File: src/rtl/b4_sram_pkg.sv
package b4_sram_pkg;
  // words carried by one burst and the index width that addresses them
  localparam int BURST_LEN   = 4;
  localparam int BEAT_IDX_W  = $clog2(BURST_LEN);
  // command beat to first read word, in beats
  localparam int RD_PIPE     = 3;
endpackage

File: src/rtl/b4_lane.sv
module b4_lane #(
  parameter int BYTE_W  = 9,
  parameter int WORD_AW = 7
) (
  input  logic               clk,
  input  logic               we,
  input  logic [WORD_AW-1:0] waddr,
  input  logic [BYTE_W-1:0]  wbyte,
  input  logic [WORD_AW-1:0] raddr,
  output logic [BYTE_W-1:0]  rbyte
);
  localparam int DEPTH = 1 << WORD_AW;

  logic [BYTE_W-1:0] mem_q [DEPTH];

  always_ff @(posedge clk) begin
    if (we) mem_q[waddr] <= wbyte;
  end

  assign rbyte = mem_q[raddr];
endmodule

File: src/rtl/b4_wr_engine.sv
module b4_wr_engine
  import b4_sram_pkg::*;
#(
  parameter int ADDR_W    = 5,
  parameter int NUM_BYTES = 2
) (
  input  logic                         clk,
  input  logic                         rst_n,
  input  logic                         k_phase,
  input  logic                         wr_sel_n,
  input  logic [ADDR_W-1:0]            addr,
  input  logic [NUM_BYTES-1:0]         byte_en_n,
  output logic [NUM_BYTES-1:0]         lane_we,
  output logic [ADDR_W+BEAT_IDX_W-1:0] waddr_word
);
  localparam logic [BEAT_IDX_W-1:0] LAST_BEAT = BEAT_IDX_W'(BURST_LEN - 1);

  logic                  run_q, run_d;
  logic [BEAT_IDX_W-1:0] cnt_q, cnt_d;
  logic [ADDR_W-1:0]     base_q, base_d;
  logic                  wr_acc;
  logic [ADDR_W-1:0]     cur_base;

  // a new write is taken on a command beat when idle or on the last data beat
  assign wr_acc   = k_phase & ~wr_sel_n & (~run_q | (cnt_q == LAST_BEAT));
  // the address arrives with data word 0, one beat after the command
  assign cur_base = (cnt_q == '0) ? addr : base_q;

  assign lane_we    = run_q ? ~byte_en_n : '0;
  assign waddr_word = {cur_base, cnt_q};

  always_comb begin
    run_d  = run_q;
    cnt_d  = cnt_q;
    base_d = base_q;
    if (run_q) begin
      cnt_d = cnt_q + 1'b1;
      if (cnt_q == '0)       base_d = addr;
      if (cnt_q == LAST_BEAT) run_d = 1'b0;
    end
    if (wr_acc) begin
      run_d = 1'b1;
      cnt_d = '0;
    end
  end

  always_ff @(posedge clk or negedge rst_n) begin
    if (!rst_n) begin
      run_q  <= 1'b0;
      cnt_q  <= '0;
      base_q <= '0;
    end else begin
      run_q  <= run_d;
      cnt_q  <= cnt_d;
      base_q <= base_d;
    end
  end

  // an accepted write occupies the next four data beats
  assert_wr_span_R4: assert property (@(posedge clk) disable iff (!rst_n)
    wr_acc |=> run_q ##1 run_q ##1 run_q ##1 run_q);

  // a write request in mid-burst does not restart the beat count
  assert_wr_busy_ignore_R7: assert property (@(posedge clk) disable iff (!rst_n)
    (run_q && cnt_q != LAST_BEAT && k_phase && !wr_sel_n)
      |=> (cnt_q == $past(cnt_q) + 1'b1));
endmodule

File: src/rtl/b4_rd_engine.sv
module b4_rd_engine
  import b4_sram_pkg::*;
#(
  parameter int ADDR_W = 5,
  parameter int DATA_W = 18
) (
  input  logic                         clk,
  input  logic                         rst_n,
  input  logic                         k_phase,
  input  logic                         rd_sel_n,
  input  logic [ADDR_W-1:0]            addr,
  input  logic [DATA_W-1:0]            mem_rdata,
  output logic [ADDR_W+BEAT_IDX_W-1:0] mem_raddr,
  output logic [DATA_W-1:0]            rdata,
  output logic                         rdata_vld
);
  localparam logic [BEAT_IDX_W-1:0] LAST_BEAT = BEAT_IDX_W'(BURST_LEN - 1);
  localparam int LAST_STG = RD_PIPE - 1;

  logic [RD_PIPE-1:0]    stg_vld_q;
  logic [ADDR_W-1:0]     stg_addr_q [RD_PIPE];
  logic                  rd_acc, load;
  logic                  ob_run_q, ob_run_d;
  logic [BEAT_IDX_W-1:0] ob_cnt_q, ob_cnt_d;
  logic [ADDR_W-1:0]     ob_addr_q, ob_addr_d;
  logic [DATA_W-1:0]     rdata_q, rdata_d;
  logic                  vld_q, vld_d;

  // stage 1 holds a read taken one command cycle ago: block the next command beat
  assign rd_acc = k_phase & ~rd_sel_n & ~stg_vld_q[1];
  assign load   = stg_vld_q[LAST_STG];

  assign mem_raddr = load ? {stg_addr_q[LAST_STG], {BEAT_IDX_W{1'b0}}}
                          : {ob_addr_q, ob_cnt_q};

  always_comb begin
    ob_run_d  = ob_run_q & (ob_cnt_q != LAST_BEAT);
    ob_cnt_d  = ob_run_q ? ob_cnt_q + 1'b1 : ob_cnt_q;
    ob_addr_d = ob_addr_q;
    if (load) begin
      ob_run_d  = 1'b1;
      ob_cnt_d  = BEAT_IDX_W'(1);
      ob_addr_d = stg_addr_q[LAST_STG];
    end
    vld_d   = load | ob_run_q;
    rdata_d = vld_d ? mem_rdata : rdata_q;
  end

  always_ff @(posedge clk or negedge rst_n) begin
    if (!rst_n) begin
      stg_vld_q     <= '0;
      stg_addr_q[0] <= '0;
    end else begin
      stg_vld_q <= {stg_vld_q[RD_PIPE-2:0], rd_acc};
      if (rd_acc) stg_addr_q[0] <= addr;
    end
  end

  for (genvar s = 1; s < RD_PIPE; s++) begin : g_stage
    always_ff @(posedge clk or negedge rst_n) begin
      if (!rst_n) stg_addr_q[s] <= '0;
      else if (stg_vld_q[s-1]) stg_addr_q[s] <= stg_addr_q[s-1];
    end
  end

  always_ff @(posedge clk or negedge rst_n) begin
    if (!rst_n) begin
      ob_run_q  <= 1'b0;
      ob_cnt_q  <= '0;
      ob_addr_q <= '0;
      rdata_q   <= '0;
      vld_q     <= 1'b0;
    end else begin
      ob_run_q  <= ob_run_d;
      ob_cnt_q  <= ob_cnt_d;
      ob_addr_q <= ob_addr_d;
      rdata_q   <= rdata_d;
      vld_q     <= vld_d;
    end
  end

  assign rdata     = rdata_q;
  assign rdata_vld = vld_q;

  // a burst reaching the output never collides with one still running
  assert_rd_no_overrun_R6: assert property (@(posedge clk) disable iff (!rst_n)
    load |-> !ob_run_q);

  // the pipeline tail turns into a driven word on the next beat
  assert_rd_latency_R2: assert property (@(posedge clk) disable iff (!rst_n)
    load |=> rdata_vld);

  // once driven, a burst stays valid for all four beats
  assert_vld_span_R3: assert property (@(posedge clk) disable iff (!rst_n)
    $rose(rdata_vld) |=> rdata_vld ##1 rdata_vld ##1 rdata_vld);
endmodule

File: src/rtl/burst4_sram.sv
module burst4_sram
  import b4_sram_pkg::*;
#(
  parameter int BYTE_W    = 9,
  parameter int NUM_BYTES = 2,
  parameter int ADDR_W    = 5
) (
  input  logic                          clk,
  input  logic                          rst_n,
  input  logic                          k_phase,
  input  logic                          rd_sel_n,
  input  logic                          wr_sel_n,
  input  logic [ADDR_W-1:0]             addr,
  input  logic [BYTE_W*NUM_BYTES-1:0]   wdata,
  input  logic [NUM_BYTES-1:0]          byte_en_n,
  output logic [BYTE_W*NUM_BYTES-1:0]   rdata,
  output logic                          rdata_vld
);
  localparam int DATA_W  = BYTE_W * NUM_BYTES;
  localparam int WORD_AW = ADDR_W + BEAT_IDX_W;

  logic                 rst_meta_q, rst_sync_q;
  logic [NUM_BYTES-1:0] lane_we;
  logic [WORD_AW-1:0]   waddr_word, raddr_word;
  logic [DATA_W-1:0]    rd_word;

  // asynchronous assertion, synchronous release
  always_ff @(posedge clk or negedge rst_n) begin
    if (!rst_n) begin
      rst_meta_q <= 1'b0;
      rst_sync_q <= 1'b0;
    end else begin
      rst_meta_q <= 1'b1;
      rst_sync_q <= rst_meta_q;
    end
  end

  b4_wr_engine #(.ADDR_W(ADDR_W), .NUM_BYTES(NUM_BYTES)) u_wr (
    .clk        (clk),
    .rst_n      (rst_sync_q),
    .k_phase    (k_phase),
    .wr_sel_n   (wr_sel_n),
    .addr       (addr),
    .byte_en_n  (byte_en_n),
    .lane_we    (lane_we),
    .waddr_word (waddr_word)
  );

  b4_rd_engine #(.ADDR_W(ADDR_W), .DATA_W(DATA_W)) u_rd (
    .clk       (clk),
    .rst_n     (rst_sync_q),
    .k_phase   (k_phase),
    .rd_sel_n  (rd_sel_n),
    .addr      (addr),
    .mem_rdata (rd_word),
    .mem_raddr (raddr_word),
    .rdata     (rdata),
    .rdata_vld (rdata_vld)
  );

  for (genvar i = 0; i < NUM_BYTES; i++) begin : g_lane
    b4_lane #(.BYTE_W(BYTE_W), .WORD_AW(WORD_AW)) u_lane (
      .clk   (clk),
      .we    (lane_we[i]),
      .waddr (waddr_word),
      .wbyte (wdata[i*BYTE_W +: BYTE_W]),
      .raddr (raddr_word),
      .rbyte (rd_word[i*BYTE_W +: BYTE_W])
    );
  end
endmodule

File: config.mk
export PLATFORM = sky130hd
export DESIGN_NAME = burst4_sram
export DESIGN_NICKNAME = d
export VERILOG_FILES = /design/src/rtl/b4_sram_pkg.sv /design/src/rtl/b4_lane.sv /design/src/rtl/b4_wr_engine.sv /design/src/rtl/b4_rd_engine.sv /design/src/rtl/burst4_sram.sv
export SDC_FILE = /design/constraint.sdc
export NUM_CORES = 2
export LEC_CHECK = 0
export BUFFER_PORTS_ARGS = -buffer_cell sky130_fd_sc_hd__clkbuf_2
export CAP_MARGIN = 25
export CORE_ASPECT_RATIO = 1.75
export CORE_MARGIN = 4
export CORE_UTILIZATION = 29
export CTS_CLUSTER_SIZE = 20
export DETAILED_ROUTE_END_ITERATION = 12
export GPL_ROUTABILITY_DRIVEN = 0
export PLACE_DENSITY = 0.5
export SLEW_MARGIN = 20
export SYNTH_ARGS = -nofsm -noshare
export SYNTH_HDL_FRONTEND = slang
export SYNTH_SLANG_ARGS = --single-unit
File: constraint.sdc
create_clock -name clk -period 4.4 [get_ports clk]
set_input_delay 0.66 -clock clk [delete_from_list [all_inputs] [get_ports clk]]
set_output_delay 0.66 -clock clk [all_outputs]
set_load 0.03 [all_outputs]
==> metrics.yaml <==
power_and_ir_drop:
  p_clk_frac: 0.277
  internal_power_uw: 41800
  ir_drop_mv: 0.478
  p_leak_uw: 0.0352
  switching_share: 0.372
  seq_power_share: 0.388
  powerDensity_nw_per_um2: 610
  finalPower_uw: 66700
  p_switching_uw: 24800
  p_comb_frac: 0.336
die:
  core-area_um2: 323000
  initial_utilization: 0.291
  die_area_um2: 333000
  die_height_um: 761
  ios: 49
  die_w_um: 438
  placementRows: 276
outcome:
  outcome: "finished clean"
clocking:
  worstSkewPairLatency_ps: 890
  root_buffer: "clkbuf_16"
  clk_pin_slew_ps: 70
  post_cts_buffers: 0
  cts_tree: "done"
  ctsLongestPathBuffers: 4
  h-tree-depth: 4
  cts_sinks: 2359
  numCtsBuffers: 207
timing:
  fin_crit_ps: 4250
  max_slew_margin: 0.240
  final.setup_skew_ps: 54.5
  fin_crit_sh: 0.967
  final.setup.tns_ps: 0
  worst_pin_slew_ps: 1130
  setup_viol: 0
  grt_setup_unrepaired: "no"
  whs_ps: 73.1
  drv_slew: 0
  fmax_ghz: 0.235
  hold_violations: 0
yosys:
  synthArstFlopShare: 0.0233
  ys_types: 81
  synth_area_leader_cell: "edfxtp_1"
  syn_avg_cell_area_um2: 15.1
  synth_area_um2: 93900
  synth_flop_cell: "edfxtp_1"
  syn_nets: 6251
  yosysWarnings: 0
  synth_top_area_share: 0.737
  synth_cells: 6218
  ys_ff_latch: 2359
  synth_edf_count: 2304
  seq_area_frac_synth: 0.751
  synth.area.top_cells: "edfxtp_1 74%, nor2_1 4.0%, mux4_2 3.8%"
drt:
  drtIter0Drc: 5579
  routedWlPerCell_um: 30.1
  drtAntennaViolNets: 0
  firstDrtPassIters: 8
  num_vias: 57800
  post-route-drc-count: 0
  wl_mm: 335
  vias_per_cell: 5.20
cells_and_area:
  synthToLayoutAreaGrowth_pct: 16.5
  nNetsFinal: 6681
  nFillCells: 31400
  drive_above_1_share: 0.176
  final_common_cell: "edfxtp_1"
  layout_common_cells: "2304 x edfxtp_1, 1002 x nor2_1, 579 x nand2_1"
  layout.cells.non_filler: 11100
critical_path:
  crit_fanout: 34
  worstPathArrival_ps: 4930
  cp-end-kind: "flip-flop"
  worst_setup_path_start_kind: "flip-flop"
  reg2reg_depth: 8
  critPathKind: "reg2reg"
  cp_data_required_time_ps: 5070
global_route:
  grt_pass1_vias: 57800
  grt_max_degree: 132
  track_usage: 0.195
  grt_pass1_wl_mm: 462
  antenna_found_initial: 6
  grt.overflow.total: 0
min_path:
  worstHoldPathType: "in2reg"
  hold_path_depth: 2
flow_run:
  cap_violations: 0
place:
  place_hpwl_mm: 225
  place_inst: 10700
  port_buffers: 48
## logic make-up (layout without fill, tap and decap cells)
group,after synthesis,after routing,share of synthesized area
DFF,2359,2359,0.751
other,1,9,0.0000399
and+or+nand+nor,1920,1920,0.0841
muxes,320,320,0.0564
AOI/OAI and AO/OA,1167,1167,0.0840
buffers and inverters,446,1033,0.0235
xor gates and xnor gates,2,2,0.000187
adders and majority gates,3,3,0.000400
## critical path: stages, from the launching register on
cell and delay [ps]:
dfrtp_4 730, mux2i_4 430, buf_12 290, nand2_2 560
buf_4 410, nor3_1 460, o31ai_1 190, a31oi_1 820
a311oi_1 100
## synthesized netlist by cell type, types with 14 or more instances
library cell  count
nand2_1         582
a31oi_1          90
a211o_1          21
a32oi_1          41
o2111ai_1        14
dfrtp_1          55
o211ai_1         43
a221oi_1         18
mux4_2          160
o22ai_1          65
o32ai_1          14
nand3_1         143
mux2i_1         115
a21oi_1         229
nand4_1          29
nor2_1         1008
a22oi_1          23
nor3_1           55
edfxtp_1       2304
buf_2           160
buf_1            31
a211oi_1        206
buf_6            19
o221ai_1         74
clkbuf_1        168
a311oi_1         28
buf_4            49
o21ai_0         207
nor2b_1          26
a22o_1           16
inv_1            14
mux2_2           42
## power by group through the flow
stage | sequential (µW) | clock [µW] | combinational [µW]
floorplan | 26000 | 0 | 11300
global placement | 26300 | 0 | 22300
detailed placement | 26300 | 0 | 22400
CTS | 25800 | 18700 | 22400
global route | 25800 | 19600 | 23200
finish | 25800 | 18400 | 22400
## final timing paths
kind                                              from                               to  slack, ps
min in group asynchronous                        rst_n             rst_sync_q$_DFF_PN0_        130
min                                            addr[2]  u_rd.stg_addr_q[12]$_DFFE_PN0P_         70
max                        u_rd.stg_vld_q[2]$_DFF_PN0_        u_rd.rdata[7]$_DFFE_PN0P_        150
max reg2reg                u_rd.stg_vld_q[2]$_DFF_PN0_        u_rd.rdata[7]$_DFFE_PN0P_        150
min reg2reg                       rst_meta_q$_DFF_PN0_             rst_sync_q$_DFF_PN0_        350
max in group asynchronous         rst_sync_q$_DFF_PN0_      u_rd.stg_vld_q[2]$_DFF_PN0_       2860
## area by class of cell
class | instances | area, µm² | share of cell area
flip-flops and latches | 2359 | 70600 | 0.645
multi-input cells | 3413 | 21300 | 0.195
clock buffers | 254 | 5410 | 0.0494
repair buffers | 649 | 5410 | 0.0494
well taps | 4309 | 5390 | 0.0493
clock inverters | 112 | 1180 | 0.0108
inverters | 18 | 77.6 | 0.000709
diodes | 8 | 20.0 | 0.000183
## sequential cells by signal (all words and copies together) (netlist names), 2 cells and up
register	flops
u_rd.stg_addr_q	15
u_rd.ob_addr_q	5
g_lane.u_lane.mem_q	2304
u_rd.rdata	18
u_wr.cnt_q	2
u_wr.base_q	5
u_rd.stg_vld_q	3
u_rd.ob_cnt_q	2
## layer usage
metal | track usage | routed length (µm)
met2 | 0.355 | 176000
met5 | 0 | 13
met3 | 0.0223 | 15900
met4 | 0.142 | 28800
met1 | 0.207 | 114000
## metrics by stage
stage / cell area [µm²] / utilization / worst slack (ps)
after floorplan: 93900 / - / 1550
after global routing: 109000 / 0.339 / 103
after detailed placement: 103000 / 0.318 / 89.0
final: 109000 / 0.339 / 146
after global placement: 103000 / 0.318 / -479
after CTS: 109000 / 0.339 / 29.2
## what timing repair did
action / in CTS / in global routing
gates resized for setup: 0 / 1
setup endpoints to repair: 0 / 1
hold buffers: 3 / 0
hold endpoints to repair: 4 / 0
Power figures use the tool's default switching activity.
